## src/rtl/seg_xlate_pkg.sv

```systemverilog
package seg_xlate_pkg;
   typedef enum logic [1:0] {
      FAULT_NONE   = 2'd0,
      FAULT_BADSEG = 2'd1,
      FAULT_RANGE  = 2'd2
   } fault_e;
endpackage

```

## src/rtl/seg_table.sv

```systemverilog
module seg_table #(
   parameter int SEG_BITS = 2,
   parameter int PA_W     = 16,
   parameter int LIM_W    = 15
) (
   input  logic                clk,
   input  logic                rst_n,
   input  logic                wr_en,
   input  logic [SEG_BITS-1:0] wr_idx,
   input  logic [PA_W-1:0]     wr_base,
   input  logic [LIM_W-1:0]    wr_limit,
   input  logic                wr_valid,
   input  logic [SEG_BITS-1:0] rd_idx,
   output logic [PA_W-1:0]     rd_base,
   output logic [LIM_W-1:0]    rd_limit,
   output logic                rd_valid
);
   localparam int NUM_SEGS = 1 << SEG_BITS;

   logic [PA_W-1:0]  base_q  [NUM_SEGS];
   logic [LIM_W-1:0] limit_q [NUM_SEGS];
   logic [NUM_SEGS-1:0] valid_q;

   for (genvar e = 0; e < NUM_SEGS; e++) begin : g_entry
      logic hit;
      assign hit = wr_en && (wr_idx == SEG_BITS'(e));
      always_ff @(posedge clk) begin
         if (!rst_n) begin
            valid_q[e] <= 1'b0;
            base_q[e]  <= '0;
            limit_q[e] <= '0;
         end else if (hit) begin
            valid_q[e] <= wr_valid;
            base_q[e]  <= wr_base;
            limit_q[e] <= wr_limit;
         end
      end
   end

   assign rd_base  = base_q[rd_idx];
   assign rd_limit = limit_q[rd_idx];
   assign rd_valid = valid_q[rd_idx];

   // a write lands in the addressed entry on the following edge
   p_write_lands_r7: assert property (@(posedge clk) disable iff (!rst_n)
      wr_en |=> (valid_q[$past(wr_idx)] == $past(wr_valid)) &&
                (base_q[$past(wr_idx)] == $past(wr_base)));
endmodule

```

## src/rtl/seg_check.sv

```systemverilog
module seg_check
   import seg_xlate_pkg::*;
#(
   parameter int OFF_W = 14,
   parameter int PA_W  = 16,
   parameter int LIM_W = 15
) (
   input  logic [OFF_W-1:0] offset,
   input  logic [PA_W-1:0]  base,
   input  logic [LIM_W-1:0] limit,
   input  logic             valid,
   output logic [PA_W-1:0]  paddr,
   output fault_e           fault
);
   logic [LIM_W-1:0] off_ext;
   logic [PA_W-1:0]  sum;
   logic             over;

   assign off_ext = LIM_W'(offset);
   assign over    = (off_ext >= limit);
   assign sum     = base + PA_W'(offset);

   always_comb begin
      if (!valid) begin
         fault = FAULT_BADSEG;
         paddr = '0;
      end else if (over) begin
         fault = FAULT_RANGE;
         paddr = '0;
      end else begin
         fault = FAULT_NONE;
         paddr = sum;
      end
   end
endmodule

```

## src/rtl/seg_xlate.sv

```systemverilog
module seg_xlate
   import seg_xlate_pkg::*;
#(
   parameter int VA_W     = 16,
   parameter int SEG_BITS = 2,
   parameter int PA_W     = 16,
   localparam int OFF_W   = VA_W - SEG_BITS,
   localparam int LIM_W   = OFF_W + 1
) (
   input  logic                clk,
   input  logic                rst_n,
   input  logic                wr_en,
   input  logic [SEG_BITS-1:0] wr_idx,
   input  logic [PA_W-1:0]     wr_base,
   input  logic [LIM_W-1:0]    wr_limit,
   input  logic                wr_valid,
   input  logic                req_valid,
   input  logic [VA_W-1:0]     req_vaddr,
   output logic                rsp_valid,
   output logic [PA_W-1:0]     rsp_paddr,
   output logic                rsp_err,
   output logic [1:0]          rsp_cause
);
   if (SEG_BITS < 1 || SEG_BITS > 3) begin : g_bad_segs
      $error("SEG_BITS must give between 2 and 8 descriptors");
   end
   if (OFF_W < 1) begin : g_bad_va
      $error("VA_W must exceed SEG_BITS");
   end
   if (PA_W < OFF_W) begin : g_bad_pa
      $error("PA_W must hold a full offset");
   end

   logic [SEG_BITS-1:0] seg;
   logic [OFF_W-1:0]    offset;
   logic [PA_W-1:0]     t_base;
   logic [LIM_W-1:0]    t_limit;
   logic                t_valid;
   logic [PA_W-1:0]     c_paddr;
   fault_e              c_fault;

   assign seg    = req_vaddr[VA_W-1 -: SEG_BITS];
   assign offset = req_vaddr[OFF_W-1:0];

   seg_table #(.SEG_BITS(SEG_BITS), .PA_W(PA_W), .LIM_W(LIM_W)) u_table (
      .clk(clk), .rst_n(rst_n),
      .wr_en(wr_en), .wr_idx(wr_idx), .wr_base(wr_base),
      .wr_limit(wr_limit), .wr_valid(wr_valid),
      .rd_idx(seg), .rd_base(t_base), .rd_limit(t_limit), .rd_valid(t_valid)
   );

   seg_check #(.OFF_W(OFF_W), .PA_W(PA_W), .LIM_W(LIM_W)) u_check (
      .offset(offset), .base(t_base), .limit(t_limit), .valid(t_valid),
      .paddr(c_paddr), .fault(c_fault)
   );

   always_ff @(posedge clk) begin
      if (!rst_n) begin
         rsp_valid <= 1'b0;
         rsp_paddr <= '0;
         rsp_err   <= 1'b0;
         rsp_cause <= 2'd0;
      end else begin
         rsp_valid <= req_valid;
         if (req_valid) begin
            rsp_paddr <= c_paddr;
            rsp_err   <= (c_fault != FAULT_NONE);
            rsp_cause <= c_fault;
         end
      end
   end

   // response strobe follows a request by exactly one cycle
   p_rsp_after_req_r6: assert property (@(posedge clk) disable iff (!rst_n)
      req_valid |=> rsp_valid);
   p_no_rsp_idle_r6: assert property (@(posedge clk) disable iff (!rst_n)
      !req_valid |=> !rsp_valid);
   // a faulting response carries no address
   p_fault_zero_addr_r4: assert property (@(posedge clk) disable iff (!rst_n)
      (rsp_valid && rsp_err) |-> (rsp_paddr == '0));
   // flag and cause agree
   p_flag_cause_r8: assert property (@(posedge clk) disable iff (!rst_n)
      rsp_valid |-> (rsp_err == (rsp_cause != 2'd0)));
   // invalid descriptor at request time gives cause 1
   p_badseg_r5: assert property (@(posedge clk) disable iff (!rst_n)
      (req_valid && !t_valid) |=> (rsp_cause == 2'd1));
endmodule

```

## config.mk

```make
export PLATFORM = sky130hd
export DESIGN_NAME = seg_xlate
export DESIGN_NICKNAME = d
export VERILOG_FILES = /design/src/rtl/seg_xlate_pkg.sv /design/src/rtl/seg_table.sv /design/src/rtl/seg_check.sv /design/src/rtl/seg_xlate.sv
export SDC_FILE = /design/constraint.sdc
export NUM_CORES = 1
export LEC_CHECK = 0
export ABC_AREA = 1
export BUFFER_PORTS_ARGS = -buffer_cell sky130_fd_sc_hd__buf_2
export CAP_MARGIN = 20
export CORE_MARGIN = 3
export CORE_UTILIZATION = 30
export DETAILED_ROUTE_END_ITERATION = 16
export PLACE_DENSITY_LB_ADDON = 0.3
export SLEW_MARGIN = 0
export SYNTH_ARGS = -nofsm -noshare
export SYNTH_HDL_FRONTEND = slang
export SYNTH_SLANG_ARGS = --single-unit
```

## constraint.sdc

```tcl
create_clock -name clk -period 3.79 [get_ports clk]
set_input_delay 0.1895 -clock clk [delete_from_list [all_inputs] [get_ports clk]]
set_output_delay 0.1895 -clock clk [all_outputs]
set_load 0.02 [all_outputs]
```

==> flow_summary.toml <==
[run_status]
status = "finished, final reports clean"

[detailed_routing]
vias = 5489
first_pass_iters = 5
drt_wl_total_um = 19000
drt_iter0_markers = 365
drt.antenna.violating_nets = 0
routedWlPerCell_um = 16.0
drc = 0
viasPerCell = 4.62

[sta]
finalSetupTns_ns = 0
rsz0062_at_grt = "no"
holdWs_ns = 0.0589
fin_worst_skew_ns = 0.0152
fin_crit_ns = 2.46
max_freq_ghz = 0.407
tightest_slew_ns = 0.849
finalCritPeriodShare_pct = 64.8
hold_viol_final = 0
setup_viol = 0
slew_viol_final = 0
relSlewSlack_pct = 43.2

[power]
p_leak_nw = 3.66
p_per_area_mw_per_mm2 = 481
power_mw = 4.13
vdd_drop_max_mv = 0.288

[clocking]
clockBufferDepth = 2
post-cts-setup-buffers = 0
cts_tree = "built"
clkTransAtPathRegs_ns = 0.06
root_buffer = "clkbuf_16"
clock_sink_count = 148
cts.htree.levels = 4
insertion_delay_ns = 0.42
postCtsResizedCells = 0
cts_buffers = 17
postCtsHoldBufs = 0

[cells_and_area]
seqCellArea_sq_mm = 0.00420
fill_cells = 2462
areaGrowthSynthToFinish_pct = 17.6
multi_input_area_sq_mm = 0.00271
final_util_pct = 36.3
drive_gt1_share_pct = 15.1
final_cell_area_sq_mm = 0.00860
n_antenna_cell = 0
final_nets = 939

[setup_path]
critPathRequiredTime_ns = 4.14
cp_max_fo = 45
worstRegToRegCells = 12
end_kind = "register"
r2r-start = "u_table.base_q[2][0]"
cp.arrival_ns = 2.80
crit_end = "rsp_paddr[10]"
r2r-end = "rsp_paddr[6]"
crit_path_start_kind = "input pin"
setup.worst_path.class = "in -> reg"
reg2reg_slack_ns = 1.60
worstSetupStartpoint = "req_vaddr[15]"

[floorplan]
die-area_sq_mm = 0.0263
io_pins = 74
core_region_area_sq_mm = 0.0237
die_w_um = 162
fp.dieH_um = 162
start_util_pct = 30.9
row_count = 56

[yosys]
synth-seq-area-share_pct = 57.5
synth_fp_nets = 871
synth_top_area_share_pct = 50.9
netlist_instances = 788
syn_area_sq_mm = 0.00731
synth_cell_types = 39
ys_warn_count = 0
synth.top_cells.by_area = "edfxtp_1 (51%), nor2_1 (8.9%), nand2_1 (7.9%), dfxtp_1 (6.6%), ha_1 (4.8%)"
yosysTopAreaCell = "edfxtp_1"
syn_avg_cell_area_sq_um = 9.28
yosys_register_bits = 148

[global_route]
grt_pass1_wl_um = 29600
grt_max_degree = 65
gr-usage-all-layers_pct = 14.8
grt_pass1_vias = 5277
antenna_found_initial = 0
overflow = 0

[place]
port_buffers = 73
place_congestion = 0.898
dp_hpwl_um = 12800
postPlaceCellArea_sq_mm = 0.00802

[worst_hold_path]
hold_depth = 3
hp-class = "in -> reg"

[run]
cap_violations = 0
-- critical path, cell delays in order --
cell and delay, ns:
buf_2 0.23, inv_2 0.64, o21ai_0 0.20, o22ai_1 0.32, ha_1 0.36, a21oi_1 0.20, o21ai_0 0.15, inv_1 0.10
nand3_1 0.09, nand2_1 0.08, nand2_1 0.07, o21ai_1 0.15
-- layer usage --
layer / routed length, um / vias up / part of all wire [%] / global-route usage [%]
met2: 8840 / 103 / 47 / 24.1
li1: - / 2791 / - / -
met4: 312 / 0 / 1.6 / 4.46
met3: 749 / 19 / 3.9 / 3.21
met1: 9100 / 2576 / 48 / 19.8
met5: 0 / - / 0 / 0
-- cell usage after synthesis (all sizes together) --
library cell  instances
a32o                 13
nor2                176
o21ai                53
clkbuf               22
a21o                  1
o211ai                1
o22ai                16
xnor2                 3
o21bai                1
nand3                36
buf                  12
or2                   3
nand4                 2
a21oi                33
and2                  2
nand2               158
nand3b                4
a22oi                 1
nor3                  4
edfxtp              124
o21a                  1
inv                  68
dfxtp                24
fa                    1
ha                   28
and3                  1
-- report_power, final --
part,internal [mW],total [mW],switching (mW)
clock,0.975,1.65,0.677
sequential,1.88,1.91,0.0316
combinational,0.188,0.569,0.382
-- layout make-up --
type                            count  area share [%]
Clock inverter                     14            1.78
Multi-Input combinational cell    538            31.5
Inverter                           68            2.97
Timing Repair Buffer               83            5.27
Tap cell                          319            4.64
Sequential cell                   148            48.9
Clock buffer                       18            4.99
-- layout by cell type (no fill, tap or decap), types with 4 or more instances in the layout --
cell type  netlist  final
a21oi_1         32     32
a32o_1          13     13
buf_2            9     73
buf_4            2      9
clkbuf_16        0     17
clkinv_4         0      4
dfxtp_1         24     24
edfxtp_1       124    124
ha_1            28     28
inv_1           65     65
nand2_1        153    153
nand3_1         33     33
nand3b_1         4      4
nor2_1         173    173
nor3_1           4      4
o21ai_0         46     46
o21ai_1          7      7
o22ai_1         16     16
-- per-stage QoR --
step                      cells  setup WS, ns
final                      1188          1.33
after floorplan             788          1.67
after CTS                  1188          1.35
after global routing       1188          1.02
after global placement     1156         0.956
after detailed placement   1156         0.899
-- how the worst min path moves through the flow --
stage | from | endpoint
finish | req_valid | rsp_err
global route | req_valid | rsp_err
detailed placement | rsp_paddr[9] | rsp_paddr[9]
floorplan | req_valid | rsp_err
global placement | rsp_paddr[9] | rsp_paddr[9]
CTS | req_valid | rsp_err
-- registers in the layout (all words and copies together), names as in the netlist --
register         cells
rsp_cause            2
rsp_err              1
u_table.valid_q      4
rsp_valid            1
u_table.limit_q     60
u_table.base_q      64
rsp_paddr           16
-- cell families after synthesis --
kind of cell	after synthesis	share of synthesized area [%]
adders and majority gates	29	5.07
buffers and inverters	102	5.49
AOI/OAI and AO/OA	120	9.60
DFF	148	57.5
and+or+nand+nor	386	22.0
xor gates and xnor gates	3	0.359
Note: power is estimated with default switching activity, not from simulation.
